==> src/rtl/trig_serializer_pkg.sv <==
package trig_serializer_pkg;
  typedef enum logic {
    SER_IDLE = 1'b0,
    SER_SEND = 1'b1
  } ser_state_e;
endpackage

==> src/rtl/trig_thr_regs.sv <==
module trig_thr_regs #(
  parameter int NCH    = 4,
  parameter int DW     = 10,
  parameter int ADDR_W = 3
) (
  input  logic              clk,
  input  logic              rst_n,
  input  logic              wr_en,
  input  logic [ADDR_W-1:0] addr,
  input  logic [DW-1:0]     wdata,
  output logic [DW-1:0]     rdata,
  output logic [NCH*DW-1:0] thr_flat
);
  logic [DW-1:0] thr_q [NCH];

  for (genvar i = 0; i < NCH; i++) begin : g_reg
    always_ff @(posedge clk or negedge rst_n) begin
      if (!rst_n) thr_q[i] <= '1;
      else if (wr_en && addr == ADDR_W'(i)) thr_q[i] <= wdata;
    end
    assign thr_flat[i*DW +: DW] = thr_q[i];
  end

  always_comb begin
    rdata = '0;
    for (int i = 0; i < NCH; i++)
      if (addr == ADDR_W'(i)) rdata = thr_q[i];
  end


  wr_lands_chk: assert property (@(posedge clk) disable iff (!rst_n)
    (wr_en && addr < ADDR_W'(NCH)) |=> thr_q[$past(addr)] == $past(wdata));

  wr_unused_chk: assert property (@(posedge clk) disable iff (!rst_n)
    (wr_en && addr >= ADDR_W'(NCH)) |=> $stable(thr_flat));
endmodule

==> src/rtl/trig_cmp_bank.sv <==
module trig_cmp_bank #(
  parameter int NCH = 4,
  parameter int DW  = 10
) (
  input  logic [NCH*DW-1:0] samples,
  input  logic [NCH*DW-1:0] thresholds,
  output logic [NCH-1:0]    hits
);
  for (genvar i = 0; i < NCH; i++) begin : g_cmp
    assign hits[i] = samples[i*DW +: DW] > thresholds[i*DW +: DW];
  end
endmodule

==> src/rtl/trig_slot_ser.sv <==
module trig_slot_ser
  import trig_serializer_pkg::*;
#(
  parameter int NCH         = 4,
  parameter int SLOT_CYCLES = 1
) (
  input  logic           clk,
  input  logic           rst_n,
  input  logic           in_valid,
  output logic           in_ready,
  input  logic [NCH-1:0] in_bits,
  output logic           line
);
  localparam int SLW = (NCH > 1) ? $clog2(NCH) : 1;
  localparam int CW  = (SLOT_CYCLES > 1) ? $clog2(SLOT_CYCLES) : 1;

  ser_state_e     st_q;
  logic [NCH-1:0] frame_q, pend_bits_q;
  logic           pend_q;
  logic [SLW-1:0] slot_q;
  logic [CW-1:0]  cyc_q;
  logic           slot_last, cyc_last, frame_end, accept, sending;

  assign sending   = (st_q == SER_SEND);
  assign slot_last = (slot_q == SLW'(NCH - 1));
  assign cyc_last  = (cyc_q == CW'(SLOT_CYCLES - 1));
  assign frame_end = sending && slot_last && cyc_last;
  assign in_ready  = !pend_q;
  assign accept    = in_valid && in_ready;
  assign line      = sending && frame_q[slot_q];

  always_ff @(posedge clk or negedge rst_n) begin
    if (!rst_n) begin
      st_q        <= SER_IDLE;
      frame_q     <= '0;
      pend_bits_q <= '0;
      pend_q      <= 1'b0;
      slot_q      <= '0;
      cyc_q       <= '0;
    end else if (!sending || frame_end) begin
      slot_q <= '0;
      cyc_q  <= '0;
      if (pend_q) begin
        frame_q <= pend_bits_q;
        pend_q  <= 1'b0;
        st_q    <= SER_SEND;
      end else if (accept) begin
        frame_q <= in_bits;
        st_q    <= SER_SEND;
      end else begin
        st_q <= SER_IDLE;
      end
    end else begin
      if (cyc_last) begin
        cyc_q  <= '0;
        slot_q <= slot_q + 1'b1;
      end else begin
        cyc_q <= cyc_q + 1'b1;
      end
      if (accept) begin
        pend_q      <= 1'b1;
        pend_bits_q <= in_bits;
      end
    end
  end


  frame_hold_chk: assert property (@(posedge clk) disable iff (!rst_n)
    (sending && !frame_end) |=> st_q == SER_SEND);

  slot_step_chk: assert property (@(posedge clk) disable iff (!rst_n)
    (sending && cyc_last && !slot_last) |=> slot_q == SLW'($past(slot_q) + 1'b1));

  frame_stable_chk: assert property (@(posedge clk) disable iff (!rst_n)
    (sending && !frame_end) |=> $stable(frame_q));

  pend_hold_chk: assert property (@(posedge clk) disable iff (!rst_n)
    (pend_q && !frame_end) |=> pend_q);

  pend_launch_chk: assert property (@(posedge clk) disable iff (!rst_n)
    (pend_q && frame_end) |=> (sending && slot_q == '0 && !pend_q));
endmodule

==> src/rtl/trig_serializer.sv <==
module trig_serializer #(
  parameter int NCH         = 4,
  parameter int DW          = 10,
  parameter int ADDR_W      = 3,
  parameter int SLOT_CYCLES = 1
) (
  input  logic              clk,
  input  logic              rst_n,
  input  logic              smp_valid,
  output logic              smp_ready,
  input  logic [NCH*DW-1:0] smp_data,
  input  logic              cfg_wr_en,
  input  logic [ADDR_W-1:0] cfg_addr,
  input  logic [DW-1:0]     cfg_wdata,
  output logic [DW-1:0]     cfg_rdata,
  output logic              trig_line
);
  logic [NCH*DW-1:0] thr_flat;
  logic [NCH-1:0]    hits;

  trig_thr_regs #(.NCH(NCH), .DW(DW), .ADDR_W(ADDR_W)) u_regs (
    .clk(clk), .rst_n(rst_n), .wr_en(cfg_wr_en), .addr(cfg_addr),
    .wdata(cfg_wdata), .rdata(cfg_rdata), .thr_flat(thr_flat)
  );

  trig_cmp_bank #(.NCH(NCH), .DW(DW)) u_cmp (
    .samples(smp_data), .thresholds(thr_flat), .hits(hits)
  );

  trig_slot_ser #(.NCH(NCH), .SLOT_CYCLES(SLOT_CYCLES)) u_ser (
    .clk(clk), .rst_n(rst_n), .in_valid(smp_valid), .in_ready(smp_ready),
    .in_bits(hits), .line(trig_line)
  );
endmodule

==> config.mk <==
export PLATFORM = sky130hd
export DESIGN_NAME = trig_serializer
export DESIGN_NICKNAME = d
export VERILOG_FILES = /design/src/rtl/trig_serializer_pkg.sv /design/src/rtl/trig_thr_regs.sv /design/src/rtl/trig_cmp_bank.sv /design/src/rtl/trig_slot_ser.sv /design/src/rtl/trig_serializer.sv
export SDC_FILE = /design/constraint.sdc
export NUM_CORES = 1
export LEC_CHECK = 0
export BUFFER_PORTS_ARGS = -buffer_cell sky130_fd_sc_hd__buf_2
export CORE_UTILIZATION = 49
export DETAILED_ROUTE_END_ITERATION = 10
export PLACE_DENSITY = 0.72
export SYNTH_ARGS = -nofsm -noshare
export SYNTH_HDL_FRONTEND = slang
export SYNTH_SLANG_ARGS = --single-unit
==> constraint.sdc <==
create_clock -name clk -period 3.35 [get_ports clk]
set_input_delay 0.67 -clock clk [delete_from_list [all_inputs] [get_ports clk]]
set_output_delay 0.67 -clock clk [all_outputs]
set_load 0.005 [all_outputs]
==> impl_results.md <==
- Status: finished, final reports clean
- Hold crit path type: in2async
- Syn avg cell area: roughly 11 µm²
- Row count: 30
- Post-synthesis cell type count: 30
- Area grow syn2layout: 14.8%
- Largest net degree at the start of global routing: 32
- Worst ir drop on vdd: 0.246 mV
- GRT Resource Usage Total: 22.3%
- Most common cell in the netlist: inv_1
- CTS Sinks: 52
- Most common flop cell mapped by yosys: dfstp_2
- WS Path Type: in2out
- I/O pin cnt: 69
- Post-CTS Setup Bufs: 0
- DP Area: between 3000 and 4000 µm²
- Slew @ Worst Pin: 692 ps
- Deepest clock path buffer count: 2
- Crit-path max FO: 14
- Period utilization: 76.7%
- # port buffers: just under 70
- Post-route ant nets: 0
- Yosys top cell by area: dfstp_2
- Hold_buf cts: 0
- Core area: 6830 µm²
- Final WL: 7590 µm
- Inserted Diodes: 0
- Top cell types by occurrence after synthesis: inv_1, ha_1, dfstp_2, nand2_1, o21ai_0
- RSZ-0062 raised after global routing: false
- Leakage Power: 1.94 nW
- Share of layout cells above drive strength 1: 37.2%
- Die area: 7460 µm²
- Gpl congestion: about 0.8
- Cell Area, Synth: between 3000 and 4000 µm²
- Drt pass-1 iters: 4
- WP data arrival: 1900 ps
- Post-Syn Nets: 425
- Power Dens Cells: 571 nW/µm²
- Sequential area share after synthesis: 38.8%
- Clk pin slew, worst setup/hold paths: 90 ps
- Final setup violation count: 0
- Max_cap viols: 0
- Clock root cell: clkbuf_8
- Slew margin rel.: 53.8%
- Post-synth EDFFs: 0
- Initial drt markers: around 180
- Antenna violations before repair: 0
- HPWL after detailed placement: 6280 µm
- Yosys warnings: 0
- WL per Instance: around 15 µm
- Filler cells: roughly 600
- Ys async rst share: 100%
- Die Wd: 86.4 µm
- First-pass GRT wire length: 12700 µm
- Critical Path RT: 2680 ps
- Max Clock Skew: 2.79 ps
- Vias in the first global route: 2698
- Die span in y: 86.4 µm
- Fin Setup TNS: 0 ps
- Post-synth top area share: 30.1%
- Fin. max-slew vios: 0
- Vias per inst: around 5.4
- Design area: between 4000 and 5000 µm²
- CTS tree: done
- Number of nets in the layout: 492
- Multi-input logic area: roughly 1900 µm²
- Fmax: 0.389 GHz
- Initial Util: 51.0%
- Post-cts resize count: 0
- Register area: 1350 µm²
- Synth Register Bits: 52
- Via count: between 2000 and 3000
- # DRC: 0
- Critical Path Start Type: primary input
- Post-Synthesis Cells: 327
- Worst skew pair latency: 310 ps
- Fin crit period: 2570 ps
- Synth area leaders: dfstp_2, ha_1, dfrtp_1
- CTS H-tree depth: 2
- CTS Buf Count: 5
- Hold Violations, Final: 0
- Kind of end point of the critical path: primary output
- GRT overflow: 0
cell type report:
| class | count | area share, % |
|---|---|---|
| clock buffers | 6 | 1.81 |
| multi-input cells | 219 | 46.8 |
| inverters | 46 | 4.31 |
| repair buffers | 70 | 8.88 |
| clock inverters | 2 | 1.50 |
| well taps | 96 | 3.00 |
| flip-flops and latches | 52 | 33.8 |
power breakdown:
part	switching (mW)	internal (mW)
Combinational	0.399	0.390
Clock	0.211	0.299
Sequential	0.120	0.869
Total	0.729	1.56
per-layer routing:
layer  global-route usage [%]  vias to the layer above  part of all wire, %  wire (µm)
li1                         -                     1296                    -          -
met1                     30.7                     1268                   46       3520
met2                     37.3                       60                   48       3660
met3                     3.81                        5                  4.5        338
met4                     4.55                        0                 0.90         68
met5                        0                        -                    0          0
worst paths after layout:
check | start | endpoint | slack (ps) | depth (start not counted)
max | cfg_addr[0] | cfg_rdata[0] | 780 | 4
min | rst_n | u_ser.sending$_DFFE_PN0N_ | 390 | 1
max in group asynchronous | rst_n | u_regs.thr_flat[3]$_DFFE_PN1P_ | 2140 | 2
max reg2reg | u_regs.thr_flat[19]$_DFFE_PN1P_ | u_ser.frame_q[1]$_DFFE_PN0P_ | 1320 | 6
min reg2reg | u_ser.pend_bits_q[3]$_DFFE_PN0P_ | u_ser.pend_bits_q[3]$_DFFE_PN0P_ | 480 | 2
min in group clk | u_ser.pend_bits_q[3]$_DFFE_PN0P_ | u_ser.pend_bits_q[3]$_DFFE_PN0P_ | 480 | 2
cell usage in the layout, fill, tap and decap left out, drive strengths merged:
master,count
a2111oi,4
a211oi,4
a21o,8
a21oi,12
and2,1
and3,4
and4bb,2
buf,70
bufinv,2
clkbuf,6
dfrtp,12
dfstp,40
ha,41
inv,46
mux2,13
mux4,11
nand2,40
nand2b,5
nand3,1
nand3b,1
nand4,8
nand4b,1
nor2,4
nor2b,10
nor4b,1
o211ai,4
o21ai,32
o31ai,12
state kept, by name (all words and copies together), names as in the netlist:
name	count
u_regs.thr_flat	40
u_ser.frame_q	4
u_ser.pend_bits_q	4
u_ser.slot_q	2
u_ser.pend_q	1
u_ser.sending	1
kinds of logic after synthesis:
| kind of cell | share of synthesized area [%] |
|---|---|
| and+or+nand+nor | 12.2 |
| AOI/OAI and AO/OA | 14.1 |
| buffers and inverters | 7.57 |
| DFF | 38.8 |
| adders and majority gates | 14.7 |
| muxes | 12.7 |
through the flow:
step	util, %	setup slack, ps	hold WS, ps	power (mW)	std cells
2_1_floorplan	-	1240	374	1.53	327
3_3_place_gp	56.7	818	455	1.75	483
3_5_place_dp	56.7	798	462	1.79	483
4_1_cts	58.6	774	402	2.30	491
5_1_grt	58.6	718	437	2.46	491
6_report	58.6	780	392	2.29	491
critical path, stage by stage:
cell     delay (ps)
buf_2           310
mux4_1          610
nor2b_1         170
buf_2           140
Note: power is estimated with default switching activity, not from simulation.
